===== src/rtl/hb_pkg.sv =====
`timescale 1ns/1ps
package hb_pkg;

    // Drive requested for, or applied to, one half-bridge leg
    typedef enum logic [1:0] {
        LEG_OFF  = 2'd0,
        LEG_HIGH = 2'd1,
        LEG_LOW  = 2'd2
    } leg_cmd_e;

    // Encoded fault report; values are visible at the block's port
    typedef enum logic [1:0] {
        FLT_NONE     = 2'd0,
        FLT_OVERCUR  = 2'd1,
        FLT_UNDERV   = 2'd2,
        FLT_OVERTEMP = 2'd3
    } fault_code_e;

    // Bridge sequencing states
    typedef enum logic [1:0] {
        ST_ASLEEP = 2'd0,
        ST_WAKING = 2'd1,
        ST_ACTIVE = 2'd2,
        ST_HALTED = 2'd3
    } bridge_state_e;

    // Duration in ns to whole clock cycles, never below one
    function automatic int cyc_of(input longint unsigned hz, input longint unsigned ns);
        longint unsigned c;
        c = (hz * ns) / 64'd1000000000;
        return (c == 64'd0) ? 1 : int'(c);
    endfunction

endpackage


===== src/rtl/hb_sync.sv =====
`timescale 1ns/1ps
module hb_sync #(
    parameter int WIDTH = 1
) (
    input  logic             clk,
    input  logic             rst_n,
    input  logic [WIDTH-1:0] d_async,
    output logic [WIDTH-1:0] q_sync
);
    logic [WIDTH-1:0] meta_q;
    logic [WIDTH-1:0] sync_q;

    always_ff @(posedge clk or negedge rst_n) begin
        if (!rst_n) begin
            meta_q <= '0;
            sync_q <= '0;
        end else begin
            meta_q <= d_async;
            sync_q <= meta_q;
        end
    end

    assign q_sync = sync_q;
endmodule


===== src/rtl/hb_decode.sv =====
`timescale 1ns/1ps
module hb_decode
    import hb_pkg::*;
(
    input  logic     phase_mode,
    input  logic     in_a,
    input  logic     in_b,
    output leg_cmd_e leg1_cmd,
    output leg_cmd_e leg2_cmd
);
    always_comb begin
        leg1_cmd = LEG_OFF;
        leg2_cmd = LEG_OFF;
        if (phase_mode) begin
            // in_a selects direction, in_b gates the drive
            unique case ({in_b, in_a})
                2'b00, 2'b01: begin leg1_cmd = LEG_LOW;  leg2_cmd = LEG_LOW;  end
                2'b10:        begin leg1_cmd = LEG_HIGH; leg2_cmd = LEG_LOW;  end
                2'b11:        begin leg1_cmd = LEG_LOW;  leg2_cmd = LEG_HIGH; end
            endcase
        end else begin
            // each input steers its own leg
            unique case ({in_a, in_b})
                2'b00: begin leg1_cmd = LEG_OFF;  leg2_cmd = LEG_OFF;  end
                2'b01: begin leg1_cmd = LEG_LOW;  leg2_cmd = LEG_HIGH; end
                2'b10: begin leg1_cmd = LEG_HIGH; leg2_cmd = LEG_LOW;  end
                2'b11: begin leg1_cmd = LEG_LOW;  leg2_cmd = LEG_LOW;  end
            endcase
        end
    end
endmodule


===== src/rtl/hb_fault.sv =====
`timescale 1ns/1ps
module hb_fault
    import hb_pkg::*;
#(
    parameter int DEG_CYC   = 250,
    parameter int RETRY_CYC = 250000
) (
    input  logic        clk,
    input  logic        rst_n,
    input  logic        clr,
    input  logic        oc_s,
    input  logic        uv_s,
    input  logic        ot_s,
    output logic        halt,
    output fault_code_e code
);
    localparam int DGW = $clog2(DEG_CYC + 1);
    localparam int RTW = $clog2(RETRY_CYC + 1);

    logic           trip_q;
    logic [DGW-1:0] deg_q;
    logic [RTW-1:0] retry_q;

    always_ff @(posedge clk or negedge rst_n) begin
        if (!rst_n) begin
            trip_q  <= 1'b0;
            deg_q   <= '0;
            retry_q <= '0;
        end else if (clr) begin
            trip_q  <= 1'b0;
            deg_q   <= '0;
            retry_q <= '0;
        end else if (trip_q) begin
            if (retry_q == RTW'(RETRY_CYC - 1)) begin
                trip_q  <= 1'b0;
                retry_q <= '0;
            end else begin
                retry_q <= retry_q + 1'b1;
            end
        end else if (oc_s) begin
            if (deg_q == DGW'(DEG_CYC - 1)) begin
                trip_q <= 1'b1;
                deg_q  <= '0;
            end else begin
                deg_q <= deg_q + 1'b1;
            end
        end else begin
            deg_q <= '0;
        end
    end

    always_comb begin
        if (uv_s)        code = FLT_UNDERV;
        else if (ot_s)   code = FLT_OVERTEMP;
        else if (trip_q) code = FLT_OVERCUR;
        else             code = FLT_NONE;
    end

    assign halt = uv_s | ot_s | trip_q;
endmodule


===== src/rtl/hb_leg.sv =====
`timescale 1ns/1ps
module hb_leg
    import hb_pkg::*;
#(
    parameter int DEAD_CYC = 4
) (
    input  logic     clk,
    input  logic     rst_n,
    input  logic     en,
    input  leg_cmd_e want,
    output logic     hi_en,
    output logic     lo_en
);
    localparam int DW = $clog2(DEAD_CYC + 1);

    leg_cmd_e      cur_q;
    logic [DW-1:0] gap_q;

    always_ff @(posedge clk or negedge rst_n) begin
        if (!rst_n) begin
            cur_q <= LEG_OFF;
            gap_q <= '0;
        end else if (cur_q != LEG_OFF && (!en || want != cur_q)) begin
            // leaving a driven rail always opens a dead gap first
            cur_q <= LEG_OFF;
            gap_q <= DW'(DEAD_CYC - 1);
        end else if (gap_q != '0) begin
            gap_q <= gap_q - 1'b1;
        end else if (en) begin
            cur_q <= want;
        end
    end

    assign hi_en = (cur_q == LEG_HIGH);
    assign lo_en = (cur_q == LEG_LOW);
endmodule


===== src/rtl/hbridge_ctrl.sv =====
`timescale 1ns/1ps
module hbridge_ctrl
    import hb_pkg::*;
#(
    parameter longint unsigned CLK_HZ     = 250000000,
    parameter longint unsigned DEGLITCH_NS = 1000,
    parameter longint unsigned RETRY_NS    = 1000000,
    parameter longint unsigned WAKE_NS     = 30000,
    parameter int              DEAD_CYC    = 4
) (
    input  logic       clk,
    input  logic       rst_n,
    input  logic       sleep_n,
    input  logic       mode_pe,
    input  logic       ctl_a,
    input  logic       ctl_b,
    input  logic       oc_flag,
    input  logic       uv_flag,
    input  logic       ot_flag,
    output logic       out1_hi_en,
    output logic       out1_lo_en,
    output logic       out2_hi_en,
    output logic       out2_lo_en,
    output logic [1:0] fault_code
);
    localparam int DEG_CYC   = cyc_of(CLK_HZ, DEGLITCH_NS);
    localparam int RETRY_CYC = cyc_of(CLK_HZ, RETRY_NS);
    localparam int WAKE_CYC  = cyc_of(CLK_HZ, WAKE_NS);
    localparam int WW        = $clog2(WAKE_CYC + 1);
    localparam int NLEG      = 2;
    localparam int NSYNC     = 7;

    // ---------------- input synchronizer ----------------
    logic [NSYNC-1:0] raw_in;
    logic [NSYNC-1:0] syn_in;
    logic awake_s, pe_s, a_s, b_s, oc_s, uv_s, ot_s;

    assign raw_in = {sleep_n, mode_pe, ctl_a, ctl_b, oc_flag, uv_flag, ot_flag};

    hb_sync #(.WIDTH(NSYNC)) u_sync (
        .clk     (clk),
        .rst_n   (rst_n),
        .d_async (raw_in),
        .q_sync  (syn_in)
    );

    assign {awake_s, pe_s, a_s, b_s, oc_s, uv_s, ot_s} = syn_in;

    // ---------------- decode ----------------
    leg_cmd_e want_cmd [NLEG];

    hb_decode u_decode (
        .phase_mode (pe_s),
        .in_a       (a_s),
        .in_b       (b_s),
        .leg1_cmd   (want_cmd[0]),
        .leg2_cmd   (want_cmd[1])
    );

    // ---------------- fault handling ----------------
    logic        halt;
    fault_code_e code_e;

    hb_fault #(
        .DEG_CYC   (DEG_CYC),
        .RETRY_CYC (RETRY_CYC)
    ) u_fault (
        .clk   (clk),
        .rst_n (rst_n),
        .clr   (!awake_s),
        .oc_s  (oc_s),
        .uv_s  (uv_s),
        .ot_s  (ot_s),
        .halt  (halt),
        .code  (code_e)
    );

    assign fault_code = code_e;

    // ---------------- sequencing state machine ----------------
    bridge_state_e state_q, state_d;
    logic [WW-1:0] wake_q, wake_d;
    logic          bridge_en;

    always_ff @(posedge clk or negedge rst_n) begin
        if (!rst_n) begin
            state_q <= ST_ASLEEP;
            wake_q  <= '0;
        end else begin
            state_q <= state_d;
            wake_q  <= wake_d;
        end
    end

    always_comb begin
        state_d = state_q;
        wake_d  = wake_q;
        unique case (state_q)
            ST_ASLEEP: begin
                if (awake_s) begin
                    state_d = ST_WAKING;
                    wake_d  = '0;
                end
            end
            ST_WAKING: begin
                if (!awake_s)                            state_d = ST_ASLEEP;
                else if (wake_q == WW'(WAKE_CYC - 1))    state_d = halt ? ST_HALTED : ST_ACTIVE;
                else                                     wake_d  = wake_q + 1'b1;
            end
            ST_ACTIVE: begin
                if (!awake_s)  state_d = ST_ASLEEP;
                else if (halt) state_d = ST_HALTED;
            end
            ST_HALTED: begin
                if (!awake_s)   state_d = ST_ASLEEP;
                else if (!halt) state_d = ST_ACTIVE;
            end
        endcase
    end

    always_comb begin
        bridge_en = 1'b0;
        unique case (state_q)
            ST_ASLEEP, ST_WAKING, ST_HALTED: bridge_en = 1'b0;
            ST_ACTIVE:                       bridge_en = 1'b1;
        endcase
    end

    // ---------------- legs with dead time ----------------
    logic [NLEG-1:0] hi_v, lo_v;

    for (genvar g = 0; g < NLEG; g++) begin : g_leg
        hb_leg #(.DEAD_CYC(DEAD_CYC)) u_leg (
            .clk   (clk),
            .rst_n (rst_n),
            .en    (bridge_en),
            .want  (want_cmd[g]),
            .hi_en (hi_v[g]),
            .lo_en (lo_v[g])
        );
    end

    assign out1_hi_en = hi_v[0];
    assign out1_lo_en = lo_v[0];
    assign out2_hi_en = hi_v[1];
    assign out2_lo_en = lo_v[1];
endmodule


===== config.mk =====
export PLATFORM = sky130hd
export DESIGN_NAME = hbridge_ctrl
export DESIGN_NICKNAME = d
export VERILOG_FILES = /design/src/rtl/hb_pkg.sv /design/src/rtl/hb_sync.sv /design/src/rtl/hb_decode.sv /design/src/rtl/hb_fault.sv /design/src/rtl/hb_leg.sv /design/src/rtl/hbridge_ctrl.sv
export SDC_FILE = /design/constraint.sdc
export NUM_CORES = 1
export LEC_CHECK = 0
export ABC_AREA = 1
export BUFFER_PORTS_ARGS = -buffer_cell sky130_fd_sc_hd__buf_2
export CAP_MARGIN = 20
export CORE_MARGIN = 2
export CORE_UTILIZATION = 43
export DETAILED_ROUTE_END_ITERATION = 8
export GPL_ROUTABILITY_DRIVEN = 0
export PLACE_DENSITY = 0.71
export RECOVER_POWER = 100
export SYNTH_ARGS = -nofsm -noshare
export SYNTH_HDL_FRONTEND = slang
export SYNTH_SLANG_ARGS = --single-unit

===== constraint.sdc =====
create_clock -name clk -period 4.4 [get_ports clk]
set_input_delay 1.32 -clock clk [delete_from_list [all_inputs] [get_ports clk]]
set_output_delay 1.32 -clock clk [all_outputs]
set_load 0.01 [all_outputs]

==> flow_summary.ini <==
[outcome]
run_status = finished with violations
violations = max-capacitance violations, max-slew violations

[global_route]
grt_pass1_wl_um = 12490
grt_pass1_vias = 2880
antenna_found_initial = 0
grt_max_degree = 44
track_usage = 0.1745
grt-ovfl-total = 0

[detailed_routing]
vias = 3074
remaining_drc_errors = 0
routed_via_density = 4.950
postRouteWirelength_um = 7190
firstDrtPassIters = 5
post_drt_wl_per_cell_um = 11.58
ant_nets = 0
drt_iter0_drc = 126

[setup_path]
cp.arrival_ns = 3.45
slowest_delay_ns = 1.56
crit_type = in -> async
cp.required_ns = 4.89
crit_family = buffers and inverters
r2r_cells = 8
r2r-start = wake_q[0]$_DFFE_PN0P_
end_kind = async pin
reg2reg_to = wake_q[7]$_DFFE_PN0P_
start_kind = input port
slowest_stage = clkbuf_1
rrSetupSlack_ns = 2.36
path_buf_inv = 2
cp_cell_sequence = clkbuf_1 -> buf_4
cp_max_fo = 43

[final_layout]
multi_input_area_um2 = 1673
drive_gt1_frac = 0.06008
regArea_um2 = 1652
diodes = 0
fillCellCount = 785
fin_nets = 529
syn_to_final_growth_pct = 9.015

[synth]
yosys.area.top_type = dfrtp_1
synth_seq_area_share = 0.4577
synth_area_um2 = 3608
syn_inst = 491
synth_edf_count = 0
ys_types = 28
yosysTopAreaCellShare = 0.4577
async_flop_share = 1.000
syn-num-nets = 508
synth-seq-cells = 66
yosys_warnings = 0
synth_flop_cell = dfrtp_1
synth_area_leaders = dfrtp_1, nand2_1, inv_1
postSynthAreaPerCell_um2 = 7.349

[clock_network]
clock_latency_ns = 0.34
clk_path_buf_depth = 2
clk_pin_slew_worst_paths_ns = 0.07
post_cts_buffers = 0
ctsResizeCount = 0
cts_tree = yes
cts_num_sinks = 66
cts_max_level = 3
cts_buffers = 9
cts_root_buf = clkbuf_8
postCtsHoldBufs = 0

[worst_hold_path]
hold_class = reg -> reg
holdPathEnd = u_sync.q_sync[4]$_DFF_PN0_
holdCritStartpoint = u_sync.meta_q[4]$_DFF_PN0_
hold_path_depth = 0

[sta]
maxSlewHeadroom = -0.4873
worst_pin_slew_ns = 2.231
finalHoldViolations = 0
setup_slack_ns = 1.445
setup_viol = 0
post-route-min-period_ns = 2.955
drv_slew = 44
fmax_ghz = 0.3384
fin_crit_sh = 0.6715
totalNegativeSetupSlack_ns = 0
finClkSkew_ns = 0.01464
rsz0062_at_grt = false

[pwr]
power.density_nw_per_um2 = 378.5
leakagePower_nw = 1.856
vdd_drop_max_mv = 0.1667

[floorplan]
die_w_um = 95.61
top_level_ports = 15
dieArea_um2 = 9140
die_height_um = 95.61
start_util = 0.4414
std_cell_rows = 33
fp.coreArea_um2 = 8175

[run]
cap_viol_max_count = 1

[place]
dp_slack_ns = 1.958
numPortBuffers = 14
place_hpwl_um = 5216
metal layers:
layer	global-route usage	part of all wire
met1	0.2134	0.48
met3	0.03478	0.030
met4	0.07738	0.016
met2	0.2972	0.47
met5	0	0
Yosys cell counts, types with 4 or more instances:
master	count
o22ai_1	8
nand4_1	12
xor2_1	10
xnor2_1	4
nand3_1	35
nor2_1	63
dfrtp_1	66
inv_1	64
nand2_1	158
nand2_2	6
nor3_1	5
a21oi_1	7
o21ai_0	24
ha_1	8
cells in the final DEF, fill, tap and decap left out, types with 2 or more instances in the layout:
| master | count |
|---|---|
| nand2_1 | 160 |
| nand2_2 | 4 |
| clkbuf_1 | 7 |
| ha_1 | 8 |
| buf_2 | 7 |
| nor3_1 | 5 |
| xnor2_1 | 4 |
| a21oi_1 | 7 |
| or2_2 | 3 |
| o22ai_1 | 8 |
| dfrtp_1 | 66 |
| nor2_1 | 65 |
| nand3_1 | 35 |
| o21ai_0 | 25 |
| xor2_1 | 10 |
| a211oi_1 | 2 |
| o21bai_1 | 2 |
| nand4_1 | 12 |
| clkinv_2 | 3 |
| clkbuf_8 | 10 |
| inv_1 | 64 |
report_power, final:
part           total [mW]  internal, mW  switching (mW)
logic               0.319         0.110           0.209
clock network       0.450         0.215           0.235
registers           0.720         0.668          0.0522
worst max-delay path by stage:
stage | startpoint | endpoint | slack [ns] | cells past startpoint
2_1_floorplan | u_fault.trip_q$_DFF_PN0_ | fault_code[0] | 2.44 | 2
3_3_place_gp | rst_n | wake_q[11]$_DFFE_PN0P_ | 2.01 | 2
3_5_place_dp | rst_n | wake_q[11]$_DFFE_PN0P_ | 1.96 | 2
4_1_cts | u_fault.trip_q$_DFF_PN0_ | fault_code[0] | 1.88 | 3
5_1_grt | rst_n | u_sync.meta_q[1]$_DFF_PN0_ | 1.01 | 1
6_report | rst_n | g_leg[1].u_leg.cur_q[0]$_DFFE_PN0P_ | 1.45 | 2
cell families after synthesis:
family	Yosys count	synth area share
simple gates	286	0.3291
buf+inv	69	0.07594
fa+ha+maj	8	0.02774
xor+xnor	14	0.03398
flops	66	0.4577
compound gates	48	0.07559
final cells by class:
cell class	instances	share of cell area
flip-flops and latches	66	0.4198
multi-input cells	356	0.4253
inverters	64	0.06107
clock buffers	10	0.03499
well taps	105	0.03340
clock inverters	5	0.007952
repair buffers	15	0.01749
sequential cells by signal, summed over array words and instances (netlist names):
register           cells
state_q                2
u_sync.q_sync          7
u_fault.retry_q       18
g_leg.u_leg.cur_q      4
g_leg.u_leg.gap_q      6
u_fault.trip_q         1
u_fault.deg_q          8
u_sync.meta_q          7
wake_q                13
through the flow:
step           area, um^2    util  instances  power [mW]  hold slack, ns
3_3_place_gp         3784  0.4628        606       1.037          0.3369
3_5_place_dp         3784  0.4628        606       1.055          0.3355
6_report             3934  0.4812        621       1.489          0.3510
5_1_grt              3934  0.4812        621       1.589          0.3700
2_1_floorplan        3608       -        491      0.9682          0.3312
4_1_cts              3953  0.4835        621       1.508          0.3517
Power figures use the tool's default switching activity.
